--- src/rtl/acq_stat_pkg.sv ---
package acq_stat_pkg;
  localparam int ADDR_W = 4;
  localparam int DATA_W = 8;
  localparam logic [ADDR_W-1:0] OFS_FIFO_CLR = 4'd2;
  localparam logic [ADDR_W-1:0] OFS_DOUT     = 4'd3;
  localparam logic [ADDR_W-1:0] OFS_STATUS   = 4'd8;
  localparam logic [ADDR_W-1:0] OFS_CTRL     = 4'd9;
  localparam logic [ADDR_W-1:0] OFS_MODE     = 4'd11;
  localparam int CTRL_IEN_BIT = 3;

  typedef enum logic [1:0] {
    SRC_NONE   = 2'd0,
    SRC_SAMPLE = 2'd1,
    SRC_HALF   = 2'd2,
    SRC_RESID  = 2'd3
  } irq_src_e;
endpackage

--- src/rtl/acq_ctrl_regs.sv ---
module acq_ctrl_regs
  import acq_stat_pkg::*;
#(
  parameter int DOUT_W = 4
) (
  input  logic              clk,
  input  logic              rst,
  input  logic              wr_en,
  input  logic [ADDR_W-1:0] addr,
  input  logic [DATA_W-1:0] wdata,
  input  logic              ext_trig,
  output logic [DATA_W-1:0] ctrl_q,
  output logic [1:0]        mode_q,
  output logic [DOUT_W-1:0] dout,
  output logic              ext_flag,
  output logic              clr_ovrn,
  output logic              clr_int
);
  logic wr_dout;

  assign wr_dout  = wr_en && (addr == OFS_DOUT);
  assign clr_ovrn = wr_en && (addr == OFS_FIFO_CLR);
  assign clr_int  = wr_en && (addr == OFS_STATUS);

  always_ff @(posedge clk) begin
    if (rst) begin
      ctrl_q   <= '0;
      mode_q   <= '0;
      dout     <= '0;
      ext_flag <= 1'b0;
    end else begin
      if (wr_en && addr == OFS_CTRL) ctrl_q <= wdata;
      if (wr_en && addr == OFS_MODE) mode_q <= wdata[1:0];
      if (wr_dout) dout <= wdata[DOUT_W-1:0];
      if (ext_trig)     ext_flag <= 1'b1;
      else if (wr_dout) ext_flag <= 1'b0;
    end
  end

  assert_dout_latch_R11: assert property (@(posedge clk) disable iff (rst)
    wr_dout |=> dout == $past(wdata[DOUT_W-1:0]));
  assert_ext_clear_R11: assert property (@(posedge clk) disable iff (rst)
    (wr_dout && !ext_trig) |=> !ext_flag);
  assert_ext_set_R12: assert property (@(posedge clk) disable iff (rst)
    ext_trig |=> ext_flag);
endmodule

--- src/rtl/acq_irq_src.sv ---
module acq_irq_src
  import acq_stat_pkg::*;
#(
  parameter int CNT_W      = 11,
  parameter int HALF_LEVEL = 512
) (
  input  logic             clk,
  input  logic             rst,
  input  logic [1:0]       tsel,
  input  logic             enh,
  input  logic             ren,
  input  logic             ien,
  input  logic             sample_wr,
  input  logic [CNT_W-1:0] fifo_count,
  input  logic             resid_tc,
  input  logic             clr_int,
  output logic             int_flag,
  output logic             irq
);
  localparam logic [CNT_W-1:0] HALF_CNT = CNT_W'(HALF_LEVEL);

  irq_src_e src;
  logic     half_lvl, half_q, half_evt, evt;

  assign half_lvl = (fifo_count >= HALF_CNT);
  assign half_evt = half_lvl && !half_q;

  always_comb begin
    if (enh && ren)       src = SRC_RESID;
    else if (tsel[1])     src = SRC_HALF;
    else if (tsel == 2'b00) src = SRC_SAMPLE;
    else                  src = SRC_NONE;
  end

  always_comb begin
    case (src)
      SRC_SAMPLE: evt = sample_wr;
      SRC_HALF:   evt = half_evt;
      SRC_RESID:  evt = resid_tc;
      default:    evt = 1'b0;
    endcase
  end

  always_ff @(posedge clk) begin
    if (rst) begin
      half_q   <= 1'b0;
      int_flag <= 1'b0;
    end else begin
      half_q <= half_lvl;
      if (evt)          int_flag <= 1'b1;
      else if (clr_int) int_flag <= 1'b0;
    end
  end

  assign irq = int_flag && ien;

  assert_half_single_R7: assert property (@(posedge clk) disable iff (rst)
    half_evt |=> !half_evt);
  assert_int_clear_R5: assert property (@(posedge clk) disable iff (rst)
    (clr_int && !evt) |=> !int_flag);
  assert_int_sticky_R5: assert property (@(posedge clk) disable iff (rst)
    (int_flag && !clr_int) |=> int_flag);
  assert_irq_cause_R10: assert property (@(posedge clk) disable iff (rst)
    $rose(irq) |-> ($past(evt) || $rose(ien)));
endmodule

--- src/rtl/acq_status_read.sv ---
module acq_status_read
  import acq_stat_pkg::*;
#(
  parameter int CH_W = 4
) (
  input  logic              clk,
  input  logic              rst,
  input  logic              rd_en,
  input  logic [ADDR_W-1:0] addr,
  input  logic              fifo_full,
  input  logic              clr_ovrn,
  input  logic              conv_busy,
  input  logic              unipolar,
  input  logic [CH_W-1:0]   mux_ch,
  input  logic              int_flag,
  input  logic [DATA_W-1:0] ctrl_q,
  input  logic [1:0]        mode_q,
  output logic [DATA_W-1:0] rdata
);
  logic              full_q, ovrn;
  logic [DATA_W-1:0] status_byte, sel_byte;

  always_ff @(posedge clk) begin
    if (rst) begin
      full_q <= 1'b0;
      ovrn   <= 1'b0;
    end else begin
      full_q <= fifo_full;
      if (fifo_full && !full_q) ovrn <= 1'b1;
      else if (clr_ovrn)        ovrn <= 1'b0;
    end
  end

  assign status_byte = {conv_busy, unipolar, ovrn, int_flag, mux_ch};

  always_comb begin
    case (addr)
      OFS_STATUS: sel_byte = status_byte;
      OFS_CTRL:   sel_byte = ctrl_q;
      OFS_MODE:   sel_byte = {{(DATA_W-2){1'b0}}, mode_q};
      default:    sel_byte = '0;
    endcase
  end

  always_ff @(posedge clk) begin
    if (rst)        rdata <= '0;
    else if (rd_en) rdata <= sel_byte;
  end

  assert_ovrn_set_R3: assert property (@(posedge clk) disable iff (rst)
    $rose(fifo_full) |=> ovrn);
  assert_ovrn_hold_R4: assert property (@(posedge clk) disable iff (rst)
    (ovrn && !clr_ovrn) |=> ovrn);
  assert_rdata_hold_R2: assert property (@(posedge clk) disable iff (rst)
    !rd_en |=> $stable(rdata));
endmodule

--- src/rtl/acq_status_irq.sv ---
module acq_status_irq
  import acq_stat_pkg::*;
#(
  parameter int CNT_W      = 11,
  parameter int HALF_LEVEL = 512,
  parameter int CH_W       = 4,
  parameter int DOUT_W     = 4
) (
  input  logic              clk,
  input  logic              rst,
  input  logic [ADDR_W-1:0] bus_addr,
  input  logic              bus_wr,
  input  logic              bus_rd,
  input  logic [DATA_W-1:0] bus_wdata,
  output logic [DATA_W-1:0] bus_rdata,
  input  logic              fifo_wr,
  input  logic              fifo_full,
  input  logic [CNT_W-1:0]  fifo_count,
  input  logic              conv_busy,
  input  logic [CH_W-1:0]   mux_ch,
  input  logic              unipolar,
  input  logic              resid_tc,
  input  logic              ext_trig,
  output logic [DOUT_W-1:0] dout,
  output logic              ext_trig_flag,
  output logic              irq
);
  logic [DATA_W-1:0] ctrl_q;
  logic [1:0]        mode_q;
  logic              clr_ovrn, clr_int, int_flag;

  acq_ctrl_regs #(.DOUT_W(DOUT_W)) u_regs (
    .clk(clk), .rst(rst), .wr_en(bus_wr), .addr(bus_addr), .wdata(bus_wdata),
    .ext_trig(ext_trig), .ctrl_q(ctrl_q), .mode_q(mode_q), .dout(dout),
    .ext_flag(ext_trig_flag), .clr_ovrn(clr_ovrn), .clr_int(clr_int)
  );

  acq_irq_src #(.CNT_W(CNT_W), .HALF_LEVEL(HALF_LEVEL)) u_irq (
    .clk(clk), .rst(rst), .tsel(ctrl_q[1:0]), .enh(mode_q[0]), .ren(mode_q[1]),
    .ien(ctrl_q[CTRL_IEN_BIT]), .sample_wr(fifo_wr), .fifo_count(fifo_count),
    .resid_tc(resid_tc), .clr_int(clr_int), .int_flag(int_flag), .irq(irq)
  );

  acq_status_read #(.CH_W(CH_W)) u_read (
    .clk(clk), .rst(rst), .rd_en(bus_rd), .addr(bus_addr), .fifo_full(fifo_full),
    .clr_ovrn(clr_ovrn), .conv_busy(conv_busy), .unipolar(unipolar),
    .mux_ch(mux_ch), .int_flag(int_flag), .ctrl_q(ctrl_q), .mode_q(mode_q),
    .rdata(bus_rdata)
  );
endmodule

--- config.mk ---
export PLATFORM = sky130hd
export DESIGN_NAME = acq_status_irq
export DESIGN_NICKNAME = d
export VERILOG_FILES = /design/src/rtl/acq_stat_pkg.sv /design/src/rtl/acq_ctrl_regs.sv /design/src/rtl/acq_irq_src.sv /design/src/rtl/acq_status_read.sv /design/src/rtl/acq_status_irq.sv
export SDC_FILE = /design/constraint.sdc
export NUM_CORES = 1
export LEC_CHECK = 0
export BUFFER_PORTS_ARGS = -buffer_cell sky130_fd_sc_hd__buf_2
export CORE_AREA = 5 5 79 45
export DETAILED_ROUTE_END_ITERATION = 8
export DIE_AREA = 0 0 84 50
export PLACE_DENSITY_LB_ADDON = 0.2
export SYNTH_ARGS = -nofsm -noshare
export SYNTH_HDL_FRONTEND = slang
export SYNTH_SLANG_ARGS = --single-unit
--- constraint.sdc ---
create_clock -name clk -period 2.67 [get_ports clk]
set_input_delay 0 -clock clk [delete_from_list [all_inputs] [get_ports clk]]
set_output_delay 0 -clock clk [all_outputs]
set_load 0.1 [all_outputs]
[Word level (Yosys, flattened, before mapping)]
Cells that the tools add are included.
Widths: inputs -> output; s select.
Word-level totals
  bits in registers: 27
  output and inout bits: 14
  logic and storage cells: 44
Operators by class
  reductions and logical operators: 15
  multiplexer cells: 11
  equal/unequal tests: 8
  order comparisons: 1
Operator list (number)
  $pmux 8 s3: 1
  $eq 4x4->1 const B: 3
  $ge 11x10->1 const B: 1
  $logic_and 1x1->1: 9
  $eq 4x2->1 const B: 2
  $mux 1: 7
  $reduce_bool 2->1: 3
  $eq 2x2->1 const B: 2
  $mux 2: 2
  $pmux 1 s3: 1
  $eq 2x1->1 const B: 1
  $logic_not 1->1: 2
  $logic_not 2->1: 1

[Depth between registers and ports, before layout]
  word-level depth: 7
  depth in mapped cells: 5
  gate-level depth less buffers: 4

[Hierarchy]
From an unflattened synthesis, not the netlist that was laid out.
Unflattened totals
  cells, all modules: 129
  area total of the unflattened synthesis: 1247.4 µm²
By module, submodules not included
  acq_ctrl_regs: area an instance 628.1 µm², cells an instance 64, times used 1
  acq_status_read: area an instance 519.2 µm², cells an instance 53, times used 1
  acq_irq_src: area an instance 100.1 µm², cells an instance 12, times used 1

[Worst setup path after synthesis]
OpenSTA, ideal clock, no wires.
  kind: register to register
  from: register u_read.rdata[2] (netlist name)
  to: register u_read.rdata[2]
  setup slack: 1350 ps
  buffers on the path: 0
  cell stages (with the launch flop): 4
  data arrival time: 1255 ps
  cell sequence: dfxtp_1 -> nor2b_1 -> a21oi_1 -> nor2_1
RTL lines
  to (signal assigned): line acq_status_read.sv:47  | else if (rd_en) rdata <= sel_byte;
  to (decl): line acq_status_read.sv:18  | output logic [DATA_W-1:0] rdata

[Worst setup path in the final report]
  from: register u_irq.int_flag
  to: output irq
Between the ends
  cells in the longest elaborated chain, start to end: 1
RTL lines
  from (decl): line acq_irq_src.sv:17  | output logic int_flag,
  from (signal assigned): line acq_irq_src.sv:47  | int_flag <= 1'b0;
  from (signal assigned): line acq_irq_src.sv:50  | if (evt) int_flag <= 1'b1;
  from (signal assigned): line acq_irq_src.sv:51  | else if (clr_int) int_flag <= 1'b0;
  $logic_and 1x1->1: line acq_irq_src.sv:55  | assign irq = int_flag && ien;
  to (decl): line acq_status_irq.sv:26  | output logic irq
No other way between the ends.

==> impl_metrics.env <==
export IMPL_outcome="finished, final reports clean"
export IMPL_most_common_cell_after_layout_fill_and_taps_aside="buf_2"
export IMPL_grt_util_all_layers_pct=14.6
export IMPL_power_share_clock_pct=30.5
export IMPL_post_route_drc_count=0
export IMPL_routedWlPerCell_um=13.6
export IMPL_cts_buffers=3
export IMPL_final_setup_skew_ns=0.00430
export IMPL_floorplan_initialDensity_pct=41.9
export IMPL_worst_ir_drop_vdd_uv=348
export IMPL_worst_endpoint_required_ns=2.67
export IMPL_yosys_top_cells_area="dfxtp_1 46%, mux2i_1 12%, nor2_1 7.3%, mux2_1 6.7%, nor2b_1 4.3%"
export IMPL_final_cell_mix="41 x buf_2, 27 x dfxtp_1, 23 x nor2_1"
export IMPL_num_io_pins=51
export IMPL_crit_path_start="u_irq.int_flag$_SDFFE_PP0P_"
export IMPL_reg2reg_from="u_regs.mode_q[1]$_SDFFE_PP0P_"
export IMPL_synth_fp_nets=159
export IMPL_finalMaxSlewViolations=0
export IMPL_rows=14
export IMPL_crit_path_end_kind="output port"
export IMPL_worstSkewPairLatency_ns=0.27
export IMPL_io_buffer_count=41
export IMPL_hp_class="in2reg"
export IMPL_remaining_overflow_grt=0
export IMPL_muxShareOfSynthArea_pct=19.6
export IMPL_route_top_layer_used="met4"
export IMPL_clock_sinks=27
export IMPL_cts_reportedPaths_clkPinSlew_ns=0.09
export IMPL_rrSetupSlack_ns=1.54
export IMPL_timing_final_hold_violations=0
export IMPL_clock_tree_from_tritoncts="yes"
export IMPL_clockRootBuffer="clkbuf_8"
export IMPL_pre_cts_ws_ns=1.24
export IMPL_antenna_found_initial=0
export IMPL_dp_final_hpwl_um=2080
export IMPL_timing_critical_path_to="irq"
export IMPL_num_fill_cells=274
export IMPL_postSynthRegisterBits=27
export IMPL_number_of_drc_violations_after_detailed_routing_iteration_0=29
export IMPL_seq_area_frac_synth_pct=46.0
export IMPL_antenna_left=0
export IMPL_postCtsSetupBuffers=0
export IMPL_critPathLaunchType="register"
export IMPL_gp_routability_congestion=0.800
export IMPL_combined_flip_flop_and_latch_cell_area_um2=541
export IMPL_max_slew_worst_pin_slew_ns=0.528
export IMPL_fin_util_pct=55.4
export IMPL_drt_vias_per_instance=4.82
export IMPL_grt_setup_unrepaired="false"
export IMPL_vias=1021
export IMPL_grt_start_max_net_pins=28
export IMPL_power_per_cell_area_nw_per_um2=483
export IMPL_drtPass1Iterations=4
export IMPL_synth_fa_ha_area_share_pct=0
export IMPL_timing_final_crit_period_ns=1.24
export IMPL_fp_dieW_um=84
export IMPL_xor_and_xnor_area_share_after_synthesis_pct=0
export IMPL_maxCapViolCount=0
export IMPL_net_switching_power_uw=189
export IMPL_drive_gt1_share_pct=29.1
export IMPL_yosysWarningCount=0
export IMPL_power_switching_share_pct=25.1
export IMPL_synthDominantAreaCellType="dfxtp_1"
export IMPL_report_final_setup_viol=0
export IMPL_antennaDiodeCount=0
export IMPL_post_synth_top_area_share_pct=46.0
export IMPL_core_area_um2=2800
export IMPL_nets=210
export IMPL_critPathMaxFanout=3
export IMPL_worstPathArrival_ns=1.24
export IMPL_syn_instance_count=122
export IMPL_layout_worst_path_cycle_share_pct=46.5
export IMPL_power_frac_comb_pct=14.2
export IMPL_r2r_cell_count=4
export IMPL_synth_cell_type_count=28
export IMPL_synth_cell_area_um2=1170
export IMPL_ctsLongestPathBuffers=2
export IMPL_criticalPathCategory="reg2out"
export IMPL_seq_power_share_pct=55.4
export IMPL_wirelength_um=2880
export IMPL_fin_setup_tns_ns=0
export IMPL_met1_length_um=1400
export IMPL_fp_dieArea_um2=4200
export IMPL_largest_family_of_logic_cells_by_synthesized_area="simple AND/OR/NAND/NOR gates"
export IMPL_flow_area_growth_from_synthesis_pct=32.3
export IMPL_yosys_area_share_simple_pct=23.9
export IMPL_floorplan_die_height_um=50
export IMPL_grt_pass1_wl_um=4810
export IMPL_compound_gate_portion_of_the_synthesized_area_pct=7.56
export IMPL_route_met3_wl_um=223
export IMPL_post_synth_cell_area_avg_um2=9.63
export IMPL_cts_htree_levels=1
export IMPL_fmax_mhz=806
export IMPL_reported_leakage_power_uw=0.000674
export IMPL_critical_path_reg2reg_endpoint="u_read.rdata[1]$_SDFFE_PP0P_"
export IMPL_maxSlewHeadroom_pct=64.7
export IMPL_dr_wl_met2_um=1240
export IMPL_area_occupied_by_multi_input_gates_um2=599
export IMPL_final_critical_path_setup_slack_ns=1.43
export IMPL_cellInternalPower_uw=563
export IMPL_grt_pass1_vias=989
metrics by stage:
step                hold WS, ns  cell area [um^2]  total power (uW)  cells
floorplan                 0.126              1170               487    122
global placement          0.217              1400               517    197
detailed placement        0.226              1400               520    197
CTS                     0.00886              1550               763    212
global route             0.0134              1550               790    212
finish                 0.000287              1550               751    212
kinds of logic (layout without fill, tap and decap cells):
group,after synthesis,count (layout)
compound gates,16,16
buf+inv,7,57
flops,27,27
mux,22,22
simple gates,50,50
repair_timing:
item,CTS,global route
endpoints found under the hold margin,13,0
endpoints found under the setup margin,0,0
hold buffers,11,0
gates resized for setup,0,0
final cells by class:
| type | count | share of cell area [%] |
|---|---|---|
| inverters | 1 | 0.242 |
| clock buffers | 4 | 2.90 |
| repair buffers | 52 | 20.3 |
| flip-flops and latches | 27 | 34.8 |
| well taps | 40 | 3.22 |
| multi-input cells | 88 | 38.6 |
state kept, by name, indices dropped and copies added (netlist names):
signal           flops
u_irq.int_flag       1
u_regs.ctrl_q        8
u_read.rdata         8
u_regs.ext_flag      1
u_regs.dout          4
u_regs.mode_q        2
u_irq.half_q         1
u_read.full_q        1
u_read.ovrn          1
power groups by stage:
stage / logic, uW / registers [uW] / clock network, uW
after floorplan: 42.4 / 445 / 0
after global placement: 92.4 / 425 / 0
after detailed placement: 94.3 / 425 / 0
after CTS: 107 / 416 / 240
after global routing: 116 / 417 / 257
final: 106 / 416 / 229
Yosys cell counts:
master,number
nor2_1,23
a22o_1,1
nor2b_1,8
nor3b_2,1
nand2b_1,5
nand2_2,1
mux2i_1,14
inv_1,1
mux2_1,7
buf_2,1
o31ai_1,1
nand3b_1,1
and2_1,1
buf_6,1
nand3_1,2
nand2_1,1
nor3b_1,2
o21ai_1,2
a31oi_1,2
nor3_4,1
a21oi_1,9
dfxtp_1,27
or3b_4,1
mux2_2,1
o21ai_0,1
nor2_4,1
clkbuf_1,4
nand4_1,2
worst max-delay path: stages, from the launching register on:
cell	delay, ns
dfxtp_1	0.39
and2_1	0.15
buf_2	0.42
worst min-delay path by stage:
stage	slack [ns]	start	end	cells after the start
floorplan	0.13	fifo_count[10]	u_irq.half_q$_SDFF_PP0_	2
global placement	0.22	fifo_count[10]	u_irq.half_q$_SDFF_PP0_	3
detailed placement	0.23	fifo_count[10]	u_irq.half_q$_SDFF_PP0_	3
CTS	0.009	bus_wdata[5]	u_regs.ctrl_q[5]$_SDFFE_PP0P_	3
global route	0.01	mux_ch[0]	u_read.rdata[0]$_SDFFE_PP0P_	3
finish	0.0003	bus_wdata[5]	u_regs.ctrl_q[5]$_SDFFE_PP0P_	3
metal layers:
layer	track usage (%)	vias up
met5	0	-
met1	19.2	474
li1	-	517
met2	22.3	28
met3	6.49	2
met4	2.41	0
Note: power is estimated with default switching activity, not from simulation.
